===== src/rtl/gpio_drive_pkg.sv =====
package gpio_drive_pkg;

  typedef enum logic [1:0] {
    PM_INPUT      = 2'b00,
    PM_PUSHPULL   = 2'b01,
    PM_OPENDRAIN  = 2'b10,
    PM_OPENSOURCE = 2'b11
  } pin_mode_e;

  localparam int MODE_BITS = 2;

  // Register offsets within the port
  localparam logic [7:0] OFS_LEVEL = 8'h04;
  localparam logic [7:0] OFS_DATA  = 8'h08;
  localparam logic [7:0] OFS_MODE  = 8'h0C;
  localparam logic [7:0] OFS_PULL  = 8'h10;

endpackage


===== src/rtl/gpio_rst_sync.sv =====
module gpio_rst_sync (
  input  logic clk,
  input  logic rst_n_in,
  output logic rst_n_out
);

  logic [1:0] stage_q;

  always_ff @(posedge clk or negedge rst_n_in) begin
    if (!rst_n_in) stage_q <= 2'b00;
    else           stage_q <= {stage_q[0], 1'b1};
  end

  assign rst_n_out = stage_q[1];

endmodule


===== src/rtl/gpio_in_sync.sv =====
module gpio_in_sync #(
  parameter int WIDTH = 8
) (
  input  logic             clk,
  input  logic             rst_n,
  input  logic [WIDTH-1:0] async_in,
  output logic [WIDTH-1:0] sync_out
);

  logic [WIDTH-1:0] meta_q, meta_d;
  logic [WIDTH-1:0] lvl_q, lvl_d;
  logic [1:0]       primed_q;

  always_comb begin
    meta_d = async_in;
    lvl_d  = meta_q;
  end

  always_ff @(posedge clk or negedge rst_n) begin
    if (!rst_n) begin
      meta_q   <= '0;
      lvl_q    <= '0;
      primed_q <= 2'b00;
    end else begin
      meta_q   <= meta_d;
      lvl_q    <= lvl_d;
      primed_q <= {primed_q[0], 1'b1};
    end
  end

  assign sync_out = lvl_q;

  AST_SYNC_TWO_EDGES: assert property (@(posedge clk) disable iff (!rst_n)
    primed_q[1] |-> (lvl_q == $past(async_in, 2)))
    else $error("level register lags pads by other than two edges");

endmodule


===== src/rtl/gpio_regs.sv =====
module gpio_regs
  import gpio_drive_pkg::*;
#(
  parameter int NPINS  = 8,
  parameter int DATA_W = 32,
  parameter int ADDR_W = 8
) (
  input  logic                     clk,
  input  logic                     rst_n,
  input  logic                     wr,
  input  logic                     rd,
  input  logic [ADDR_W-1:0]        addr,
  input  logic [MODE_BITS*NPINS-1:0] wdata,
  input  logic [NPINS-1:0]         level,
  output logic [NPINS-1:0]         dout_q,
  output logic [MODE_BITS*NPINS-1:0] mode_q,
  output logic [NPINS-1:0]         pull_dis_q,
  output logic [DATA_W-1:0]        rdata
);

  localparam int MODE_W = MODE_BITS * NPINS;

  logic hit_level, hit_data, hit_mode, hit_pull;
  logic dout_en, mode_en, pull_en;
  logic [NPINS-1:0]  dout_d, pull_d;
  logic [MODE_W-1:0] mode_d;

  always_comb begin
    hit_level = (addr == ADDR_W'(OFS_LEVEL));
    hit_data  = (addr == ADDR_W'(OFS_DATA));
    hit_mode  = (addr == ADDR_W'(OFS_MODE));
    hit_pull  = (addr == ADDR_W'(OFS_PULL));
    dout_en   = wr && hit_data;
    mode_en   = wr && hit_mode;
    pull_en   = wr && hit_pull;
    dout_d    = wdata[NPINS-1:0];
    mode_d    = wdata[MODE_W-1:0];
    pull_d    = wdata[NPINS-1:0];
  end

  always_ff @(posedge clk or negedge rst_n) begin
    if (!rst_n) begin
      dout_q     <= '0;
      mode_q     <= '0;
      pull_dis_q <= '0;
    end else begin
      if (dout_en) dout_q     <= dout_d;
      if (mode_en) mode_q     <= mode_d;
      if (pull_en) pull_dis_q <= pull_d;
    end
  end

  always_comb begin
    rdata = '0;
    if (rd) begin
      if (hit_level)     rdata = DATA_W'(level);
      else if (hit_data) rdata = DATA_W'(dout_q);
      else if (hit_mode) rdata = DATA_W'(mode_q);
      else if (hit_pull) rdata = DATA_W'(pull_dis_q);
    end
  end

  AST_DATA_HOLD: assert property (@(posedge clk) disable iff (!rst_n)
    !(wr && hit_data) |=> $stable(dout_q))
    else $error("data register changed without a write to it");

  AST_MODE_HOLD: assert property (@(posedge clk) disable iff (!rst_n)
    !(wr && hit_mode) |=> $stable(mode_q))
    else $error("mode register changed without a write to it");

  AST_LEVEL_READONLY: assert property (@(posedge clk) disable iff (!rst_n)
    (wr && hit_level) |=> $stable({dout_q, mode_q, pull_dis_q}))
    else $error("write to level offset altered state");

  AST_IDLE_READ_ZERO: assert property (@(posedge clk) disable iff (!rst_n)
    !rd |-> (rdata == '0))
    else $error("read data nonzero with read strobe low");

endmodule


===== src/rtl/gpio_pin_drive.sv =====
module gpio_pin_drive
  import gpio_drive_pkg::*;
(
  input  logic [MODE_BITS-1:0] mode,
  input  logic                 dout,
  input  logic                 pull_dis,
  output logic                 oe,
  output logic                 out,
  output logic                 pu_en
);

  pin_mode_e pm;

  always_comb begin
    pm = pin_mode_e'(mode);
    unique case (pm)
      PM_PUSHPULL: begin
        oe  = 1'b1;
        out = dout;
      end
      PM_OPENDRAIN: begin
        oe  = ~dout;
        out = 1'b0;
      end
      PM_OPENSOURCE: begin
        oe  = dout;
        out = 1'b1;
      end
      default: begin
        oe  = 1'b0;
        out = 1'b0;
      end
    endcase
    pu_en = ~pull_dis;
  end

endmodule


===== src/rtl/gpio_drive_port.sv =====
module gpio_drive_port
  import gpio_drive_pkg::*;
#(
  parameter int NPINS  = 8,
  parameter int DATA_W = 32,
  parameter int ADDR_W = 8
) (
  input  logic              clk,
  input  logic              rst_n,
  input  logic              bus_wr,
  input  logic              bus_rd,
  input  logic [ADDR_W-1:0] bus_addr,
  input  logic [DATA_W-1:0] bus_wdata,
  output logic [DATA_W-1:0] bus_rdata,
  input  logic [NPINS-1:0]  pad_in,
  output logic [NPINS-1:0]  pad_oe,
  output logic [NPINS-1:0]  pad_out,
  output logic [NPINS-1:0]  pad_pu_en
);

  localparam int MODE_W = MODE_BITS * NPINS;

  logic              rst_sync_n;
  logic [NPINS-1:0]  level;
  logic [NPINS-1:0]  dout_q;
  logic [MODE_W-1:0] mode_q;
  logic [NPINS-1:0]  pull_dis_q;
  logic              unused_wdata_hi;

  assign unused_wdata_hi = ^bus_wdata[DATA_W-1:MODE_W];

  gpio_rst_sync u_rst (
    .clk       (clk),
    .rst_n_in  (rst_n),
    .rst_n_out (rst_sync_n)
  );

  gpio_in_sync #(.WIDTH(NPINS)) u_sync (
    .clk      (clk),
    .rst_n    (rst_sync_n),
    .async_in (pad_in),
    .sync_out (level)
  );

  gpio_regs #(.NPINS(NPINS), .DATA_W(DATA_W), .ADDR_W(ADDR_W)) u_regs (
    .clk        (clk),
    .rst_n      (rst_sync_n),
    .wr         (bus_wr),
    .rd         (bus_rd),
    .addr       (bus_addr),
    .wdata      (bus_wdata[MODE_W-1:0]),
    .level      (level),
    .dout_q     (dout_q),
    .mode_q     (mode_q),
    .pull_dis_q (pull_dis_q),
    .rdata      (bus_rdata)
  );

  for (genvar i = 0; i < NPINS; i++) begin : g_pin
    gpio_pin_drive u_drv (
      .mode     (mode_q[MODE_BITS*i +: MODE_BITS]),
      .dout     (dout_q[i]),
      .pull_dis (pull_dis_q[i]),
      .oe       (pad_oe[i]),
      .out      (pad_out[i]),
      .pu_en    (pad_pu_en[i])
    );

    AST_INPUT_RELEASED: assert property (@(posedge clk) disable iff (!rst_sync_n)
      (mode_q[MODE_BITS*i +: MODE_BITS] == PM_INPUT) |-> !pad_oe[i])
      else $error("input-mode pin driven");

    AST_OD_LOW_ONLY: assert property (@(posedge clk) disable iff (!rst_sync_n)
      (mode_q[MODE_BITS*i +: MODE_BITS] == PM_OPENDRAIN && pad_oe[i]) |-> !pad_out[i])
      else $error("open-drain pin driven high");

    AST_OS_HIGH_ONLY: assert property (@(posedge clk) disable iff (!rst_sync_n)
      (mode_q[MODE_BITS*i +: MODE_BITS] == PM_OPENSOURCE && pad_oe[i]) |-> pad_out[i])
      else $error("open-source pin driven low");
  end

  AST_PULL_FOLLOWS_WRITE: assert property (@(posedge clk) disable iff (!rst_sync_n)
    (bus_wr && bus_addr == ADDR_W'(OFS_PULL)) |=>
      (pad_pu_en == ~$past(bus_wdata[NPINS-1:0])))
    else $error("pull-up enables do not follow pull register write");

endmodule


===== config.mk =====
export PLATFORM = sky130hd
export DESIGN_NAME = gpio_drive_port
export DESIGN_NICKNAME = d
export VERILOG_FILES = /design/src/rtl/gpio_drive_pkg.sv /design/src/rtl/gpio_rst_sync.sv /design/src/rtl/gpio_in_sync.sv /design/src/rtl/gpio_regs.sv /design/src/rtl/gpio_pin_drive.sv /design/src/rtl/gpio_drive_port.sv
export SDC_FILE = /design/constraint.sdc
export NUM_CORES = 1
export LEC_CHECK = 0
export BUFFER_PORTS_ARGS = -buffer_cell sky130_fd_sc_hd__buf_2
export CORE_ASPECT_RATIO = 0.9
export CORE_MARGIN = 10
export CORE_UTILIZATION = 52
export DETAILED_ROUTE_END_ITERATION = 10
export PLACE_DENSITY = 0.86
export SLEW_MARGIN = 10
export SYNTH_ARGS = -nofsm -noshare
export SYNTH_HDL_FRONTEND = slang
export SYNTH_SLANG_ARGS = --single-unit

===== constraint.sdc =====
create_clock -name clk -period 2.2 [get_ports clk]
set_input_delay 0.11 -clock clk [delete_from_list [all_inputs] [get_ports clk]]
set_output_delay 0.11 -clock clk [all_outputs]
set_load 0.01 [all_outputs]

# [Yosys cells after proc, flatten, opt, wreduce, memory -nomap -nowiden]
# Cells that the tools add are included.
[totals] reg_bits=50 inputBits=52 out_inout_bits=56
[classes] n_eq_ne=28 mux=21 n_bitwise=16 n_reduce_logical=3
[ops] cell="32-bit two-way mux" n=4
[ops] cell="2-bit equality test (second input constant)" n=16
[ops] cell="1-bit one-hot mux with 3 select lines" n=8
[ops] cell="2-bit by 1-bit equality test with 1-bit output (second input constant)" n=8
[ops] cell="8-bit by 4-bit equality test with 1-bit output (second input constant)" n=2
[ops] cell="1-bit inverter" n=16
[ops] cell="1-bit one-hot mux with 2 select lines" n=8
[ops] cell="8-bit by 3-bit equality test with 1-bit output (second input constant)" n=1
[ops] cell="8-bit by 5-bit equality test with 1-bit output (second input constant)" n=1
[ops] cell="8-bit two-way mux" n=1
[ops] cell="1-bit logical AND" n=3

# [Logic depth before layout (Yosys ltp)]
# Gate-level depths: netlist of the first run.
[logic_depth] ltp_word=6 depth_mapped=6

# [Cells and area by module]
# A second synthesis of the first run with hierarchy kept.
[unflattened] cells_unflattened=203 area_unflattened_um2=2583.7
[by_module_without_submodules] module="gpio_regs" instances=1 cells_per_inst=152 area_each_um2=1799.2 seq_area_each_um2=800.8
[by_module_without_submodules] module="gpio_in_sync" instances=1 cells_per_inst=16 area_each_um2=400.4 seq_area_each_um2=400.4
[by_module_without_submodules] module="gpio_pin_drive" instances=8 cells_per_inst=4 area_each_um2=41.3 seq_area_each_um2=0.0
[by_module_without_submodules] module="gpio_rst_sync" instances=1 cells_per_inst=3 area_each_um2=53.8 seq_area_each_um2=50.0

# [Worst setup path before layout of the first run]
# OpenSTA, ideal clock, no wires.
[synth_path] path_type="input to output" start="input bus_addr[3]" end="output bus_rdata[5]" arrival_time_ns=1.488 t_required_ns=2.090 setup_slack_ns=0.602 path_stages=5 n_path_buf=1 cell_sequence="or4_4 > nor4_4 > buf_6 > o2bb2ai_1 > o211a_1"
[synth_between] elab_chain_len=6
[synth_lines] item="start: declaration" line="gpio_drive_port.sv:12" rtl="input logic [ADDR_W-1:0] bus_addr,"
[synth_lines] item="8-bit by 5-bit equality test with 1-bit output" line="gpio_regs.sv:32" rtl="hit_pull = (addr == ADDR_W'(OFS_PULL));"
[synth_lines] item="8-bit two-way mux" line="gpio_regs.sv:59" rtl="else if (hit_pull) rdata = DATA_W'(pull_dis_q);"
[synth_lines] item="32-bit two-way mux" line="gpio_regs.sv:58" rtl="else if (hit_mode) rdata = DATA_W'(mode_q);"
[synth_lines] item="32-bit two-way mux" line="gpio_regs.sv:57" rtl="else if (hit_data) rdata = DATA_W'(dout_q);"
[synth_lines] item="32-bit two-way mux (*)" line="gpio_regs.sv:56" rtl="if (hit_level) rdata = DATA_W'(level);"
[synth_lines] item="32-bit two-way mux (*)" line="gpio_regs.sv:55" rtl="if (rd) begin"
[synth_lines] item="end: declaration" line="gpio_drive_port.sv:14" rtl="output logic [DATA_W-1:0] bus_rdata,"
# Every way passes the cells marked *; elsewhere a longest branch is shown, timed or not.

# [Worst setup path in the final report of the first run]
[layout_path] start="input bus_addr[3]" end="output bus_rdata[4]"
# Same word-level chain as after synthesis.

==> impl_metrics.tcl, run 1 <==
set metrics [dict create \
    antenna_found_initial 0 \
    coreArea_um2 4830 \
    first_pass_iters 4 \
    crit_type "in -> out" \
    worstSetupEndpointType "output port" \
    dp_hpwl_mm 4.54 \
    slew-limit-headroom_pct 66.5 \
    critPathBufInv 3 \
    slowest_delay_ps 550 \
    crit_chain "buf_2 -> or4_4 -> nor4_4 -> buf_4 -> o2bb2ai_1 -> o211a_1 -> buf_2" \
    crit_family "simple AND/OR/NAND/NOR gates" \
    drv_cap 0 \
    nets 347 \
    cp_num_cells 7 \
    tightest_slew_ps 501 \
    setup-violations-final 0 \
    antenna_left 0 \
    synth-edff-count 0 \
    synthTopCellsByArea "dfrtp_1 (48%), buf_4 (12%), mux2_2 (10%)" \
    antenna_cells 0 \
    ys_seq_area_share_pct 48.3 \
    final_core_util_pct 63.0 \
    synth_area_um2 2590 \
    p_comb_share_pct 10.9 \
    post-route-period-util_pct 81.9 \
    r2r_cells 1 \
    final-hold-violation-count 0 \
    cellPowerDensity_nw_per_um2 658 \
    synthFlopType "dfrtp_1" \
    cp.arrival_ps 1690 \
    hold-path-endpoint "u_regs.mode_q[15]$_DFFE_PN0P_" \
    switching_share_pct 22.5 \
    wl_per_cell_um 15.7 \
    ys_ff_latch 50 \
    avgSynthCellArea_um2 11.2 \
    final_cell_mix "buf_2 (75), dfrtp_1 (49), mux2_2 (24)" \
    cts_tree "done" \
    layout_commonest_cell "buf_2" \
    post-route-min-period_ps 1800 \
    remaining_drc_errors 0 \
    track_usage_pct 14.0 \
    vdd_ir_drop_max_mv 0.582 \
    r2r-start "u_regs.dout_q[6]$_DFFE_PN0P_" \
    cts_max_level 2 \
    drt_iter0_drc 107 \
    cts_made_buffers 5 \
    cp-start-kind "input port" \
    yosys.area.top_type "dfrtp_1" \
    yosysTopAreaCellShare_pct 48.3 \
    io_buffers 75 \
    syn_inst 231 \
    holdPathStages 2 \
    internal-power_w 0.00155 \
    min_from "bus_wdata[15]" \
    syn_to_final_growth_pct 17.6 \
    fp.dieArea_um2 8210 \
    r2r_setup_slack_ps 1400 \
    cts.clk_slew.worst_paths_ps 90 \
    path_max_fanout 16 \
    die_y_um 87.0 \
    grt_pass1_wl_mm 9.14 \
    placedCellCount 344 \
    hold_class "in -> reg" \
    drv_slew 0 \
    grt_pass1_vias 1865 \
    p_switching_w 0.000451 \
    post-cts-setup-buffer-count 0 \
    cpMostUsedCell "buf_2" \
    synth-async-reset-ratio_pct 100 \
    num_rows 24 \
    ios 108 \
    layout-drive-gt1-share_pct 39.9 \
    status "finished, final reports clean" \
    grt_max_degree 19 \
    num_vias 1781 \
    skew_ps 1.66 \
    cts.path.max_buffers 2 \
    p_total_w 0.00201 \
    yosys_warnings 0 \
    clock.fmax_ghz 0.555 \
    rsz0062_at_grt "no" \
    p_seq_share_pct 50.1 \
    cts-root-buf "clkbuf_8" \
    fin_tns_setup_ps 0 \
    clkLatencyLatePin_ps 310 \
    cp_slowest_cell "or4_4" \
    start_util_pct 53.6 \
    power_leakage_nw 1.64 \
    stdcell_count 361 \
    die_x_um 94.4 \
    cp.required_ps 2090 \
    rr_endpoint "u_regs.dout_q[6]$_DFFE_PN0P_" \
    via_per_inst 4.93 \
    place.gp.congestion 0.791 \
    cts.sinks 50 \
    synth_cell_types 33 \
    overflow 0 \
    clkPwrFrac_pct 38.9 \
    wl_mm 5.69 \
]
flip-flops by register name (all words and copies together), names as in the netlist:
| register | cells |
|---|---|
| u_regs.pull_dis_q | 8 |
| u_sync.lvl_d | 8 |
| u_rst.stage_q | 2 |
| u_sync.sync_out | 8 |
| u_regs.dout_q | 8 |
| u_regs.mode_q | 16 |
metrics by stage:
step | cell area [um2] | hold WS (ps) | setup WS (ps)
4_1_cts | 3050 | 24.8 | 405
2_1_floorplan | 2650 | -186 | 602
6_report | 3050 | 29.0 | 398
5_1_grt | 3050 | 25.5 | 278
3_3_place_gp | 2810 | -104 | 435
3_5_place_dp | 2810 | -104 | 409
cells in the mapped netlist (all sizes together) (2+ instances only):
cell and n:
a21oi 2, a22o 2, a22oi 6, a31oi 2, and2 9, buf 43
clkbuf 6, conb 2, dfrtp 50, inv 10, mux2 24, nand2b 13
nand3 10, nor2 4, nor2b 2, nor4 2, o211a 8, o21a 7
o21ai 8, o2bb2ai 6, xnor2 8
layout make-up:
class,count,area (um2)
Fill cell,397,1790
Inverter,10,37.5
Clock inverter,2,60.1
Timing Repair Buffer,91,518
Sequential cell,50,1250
Multi-Input combinational cell,137,1010
Tap cell,65,81.3
Clock buffer,6,82.6
layer usage:
| metal | global-route usage [%] | part of all wire, % |
|---|---|---|
| met1 | 15.5 | 40 |
| met2 | 23.3 | 48 |
| met3 | 6.98 | 10 |
| met4 | 3.72 | 0.97 |
| met5 | 0 | 0 |
timing repair:
action / in CTS / in global routing
gates resized for setup: 0 / 0
hold buffers: 9 / 0
hold endpoints to repair: 10 / 0
cells by family (layout without fill, tap and decap cells):
group,count (synthesis),after routing,synth area share [%]
buffers and inverters,59,109,14.7
DFF,50,50,48.3
and+or+nand+nor,47,47,11.6
AOI/OAI and AO/OA,41,41,12.0
muxes,24,24,10.4
xor gates and xnor gates,8,8,2.71
other,2,17,0.290
how the worst max path moves through the flow:
stage | from | end
3_5_place_dp | bus_addr[3] | bus_rdata[1]
6_report | bus_addr[3] | bus_rdata[4]
3_3_place_gp | bus_addr[3] | bus_rdata[2]
4_1_cts | bus_addr[3] | bus_rdata[1]
2_1_floorplan | bus_addr[3] | bus_rdata[5]
5_1_grt | bus_addr[3] | bus_rdata[1]
power groups by stage:
| stage | Clock (W) | Sequential [W] | Combinational (W) |
|---|---|---|---|
| 6_report | 0.000780 | 0.00101 | 0.000219 |
| 5_1_grt | 0.000835 | 0.00101 | 0.000243 |
| 4_1_cts | 0.000797 | 0.00101 | 0.000220 |
| 3_5_place_dp | 0 | 0.00102 | 0.000207 |
| 3_3_place_gp | 0 | 0.00102 | 0.000202 |
| 2_1_floorplan | 0 | 0.00102 | 0.000168 |
Power figures use the tool's default switching activity.
==> run 2: changes to the inputs <==
--- a/config.mk
+++ b/config.mk
@@ -8,9 +8,9 @@
 export BUFFER_PORTS_ARGS = -buffer_cell sky130_fd_sc_hd__buf_2
 export CORE_ASPECT_RATIO = 0.9
 export CORE_MARGIN = 10
-export CORE_UTILIZATION = 52
+export CORE_UTILIZATION = 48
 export DETAILED_ROUTE_END_ITERATION = 10
-export PLACE_DENSITY = 0.86
+export PLACE_DENSITY = 0.8
 export SLEW_MARGIN = 10
 export SYNTH_ARGS = -nofsm -noshare
 export SYNTH_HDL_FRONTEND = slang
==> constraint.sdc (replaced) <==
create_clock -name clk -period 1.82 [get_ports clk]
set_input_delay 0.091 -clock clk [delete_from_list [all_inputs] [get_ports clk]]
set_output_delay 0.091 -clock clk [all_outputs]
set_load 0.01 [all_outputs]
==> run 2 against run 1 <==
Critical path type unchanged. Core utilization is 5.2 points lower. Clock-buffer cell count stayed put. Die area up 6.5%. Sequential share of layout area is 0.14 points higher. Cell area shrank 0.33%. Total power is 7.3% higher. Combinational power up 24%.
==> impl_metrics.tcl, run 2 (synthesis gave the netlist of run 1 again) <==
set metrics [dict create \
    status "finished, final reports clean" \
    cpMostUsedCell "buf_2" \
    final-hold-violation-count 0 \
    clock.fmax_ghz 0.605 \
    slew-limit-headroom_pct 60.2 \
    final_cell_mix "buf_2 (76), dfrtp_1 (49), mux2_2 (24)" \
    cts.path.max_buffers 2 \
    antenna_cells 0 \
    seq_area_um2 1250 \
    grt_use_met2_pct 21.3 \
    multi_input_area_um2 1010 \
    post-route-min-period_ps 1650 \
    drt_iter0_drc 96 \
    cellPowerDensity_nw_per_um2 708 \
    largest_reg_flops 16 \
    grt_pass1_vias 1837 \
    tightest_slew_ps 597 \
    nets 351 \
    cp-start-kind "input port" \
    p_comb_share_pct 12.6 \
    grt_pass1_wl_mm 9.08 \
    grt_busiest_layer "met2" \
    p_total_w 0.00215 \
    syn_to_final_growth_pct 17.2 \
    clkPwrFrac_pct 31.3 \
    antenna_left 0 \
    start_util_pct 49.3 \
    critPathBufInv 3 \
    crit_family "simple AND/OR/NAND/NOR gates" \
    track_usage_pct 12.7 \
    num_rows 25 \
    rsz0062_at_grt "no" \
    switching_share_pct 25.4 \
    final.setup.worst_slack_ps 167 \
    die_x_um 97.4 \
    regMostFlops "u_regs.mode_q" \
    cts.sinks 50 \
    coreArea_um2 5260 \
    hold_class "in -> reg" \
    skew_ps 3.84 \
    dpl_cell_area_um2 2820 \
    cts_made_buffers 5 \
    grt_max_degree 49 \
    ios 108 \
    post-route-period-util_pct 90.8 \
    fillers 455 \
    drv_cap 0 \
    cts_tree "done" \
    overflow 0 \
    via_per_inst 4.95 \
    dp_worst_setup_slack_ps 48.5 \
    slowest_delay_ps 550 \
    clkLatencyLatePin_ps 300 \
    cts.clk_slew.worst_paths_ps 90 \
    layout-drive-gt1-share_pct 40.7 \
    cp_slowest_cell "or4_4" \
    path_max_fanout 8 \
    p_seq_share_pct 56.1 \
    dp_hpwl_mm 4.44 \
    cts_max_level 2 \
    grt.met3_usage_pct 5.89 \
    power_leakage_nw 1.64 \
    cts-root-buf "clkbuf_8" \
    num_vias 1815 \
    wl_mm 5.82 \
    crit_chain "buf_2 -> or4_4 -> nor3_1 -> nand3b_1 -> buf_4 -> o211a_1 -> buf_2" \
    cp.arrival_ps 1560 \
    setup-violations-final 0 \
    io_buffers 75 \
    antenna_found_initial 0 \
    cp.required_ps 1730 \
    vdd_ir_drop_max_mv 0.674 \
    use_met1_pct 14.6 \
    drv_slew 0 \
    crit_type "in -> out" \
    place.gp.congestion 0.820 \
    stdcell_area_um2 3040 \
    wl_per_cell_um 15.9 \
    layout_commonest_cell "buf_2" \
    internal-power_w 0.00161 \
    remaining_drc_errors 0 \
    fin_tns_setup_ps 0 \
    p_switching_w 0.000546 \
    fp.dieArea_um2 8740 \
    first_pass_iters 4 \
    die_y_um 89.7 \
    worstSetupEndpointType "output port" \
]
## run 2: changes by cell type in the layout (fill, tap and decap cells not counted), sizes merged
cell,delta
clkinvlp,+1
inv,+1
buf,+4
bufinv,-2
## run 2: worst paths after layout
kind	startpoint	endpoint	slack, ps	depth (start not counted)
max in group asynchronous	u_rst.stage_q[1]$_DFF_PN0_	u_sync.sync_out[1]$_DFF_PN0_	1060	1
hold reg to reg	u_rst.stage_q[1]$_DFF_PN0_	u_sync.sync_out[5]$_DFF_PN0_	350	1
setup reg to reg	u_regs.dout_q[7]$_DFFE_PN0P_	u_regs.dout_q[7]$_DFFE_PN0P_	1000	1
setup / recovery	bus_addr[3]	bus_rdata[4]	170	7
min in group asynchronous	rst_n	u_rst.stage_q[1]$_DFF_PN0_	110	2
hold / removal	bus_wdata[8]	u_regs.mode_q[8]$_DFFE_PN0P_	20	2
## run 2: final cells by class
| type | count | area share (%) |
|---|---|---|
| Clock buffer | 6 | 2.72 |
| Clock inverter | 2 | 0.536 |
| Inverter | 10 | 1.24 |
| Multi-Input combinational cell | 137 | 33.4 |
| Sequential cell | 50 | 41.2 |
| Tap cell | 67 | 2.76 |
| Timing Repair Buffer | 95 | 18.1 |
## run 2: power groups by stage
stage               clock network (W)  registers, W  logic (W)
finish                       0.000672       0.00121   0.000271
detailed placement                  0       0.00123   0.000257
floorplan                           0       0.00123   0.000204
global placement                    0       0.00123   0.000251
global route                 0.000748       0.00122   0.000302
CTS                          0.000704       0.00121   0.000273
## run 2: metal layers
layer | up-vias | routed length, um
met5 | - | 0
met4 | 0 | 21
met3 | 3 | 536
met2 | 66 | 2800
met1 | 873 | 2460
li1 | 873 | -
## run 2: metrics by stage
step           util (%)  hold slack (ps)  cells
2_1_floorplan         -             -205    246
3_3_place_gp       53.6             -124    346
3_5_place_dp       53.6             -122    346
4_1_cts            57.2             10.4    363
5_1_grt            57.8             12.5    367
6_report           57.8             20.2    367
## run 2: what timing repair did
| item | CTS | global route |
|---|---|---|
| endpoints found under the hold margin | 10 | 0 |
| hold buffers | 9 | 0 |
| setup buffers | 0 | 3 |
| resized for setup | 0 | 1 |
| endpoints found under the setup margin | 0 | 8 |
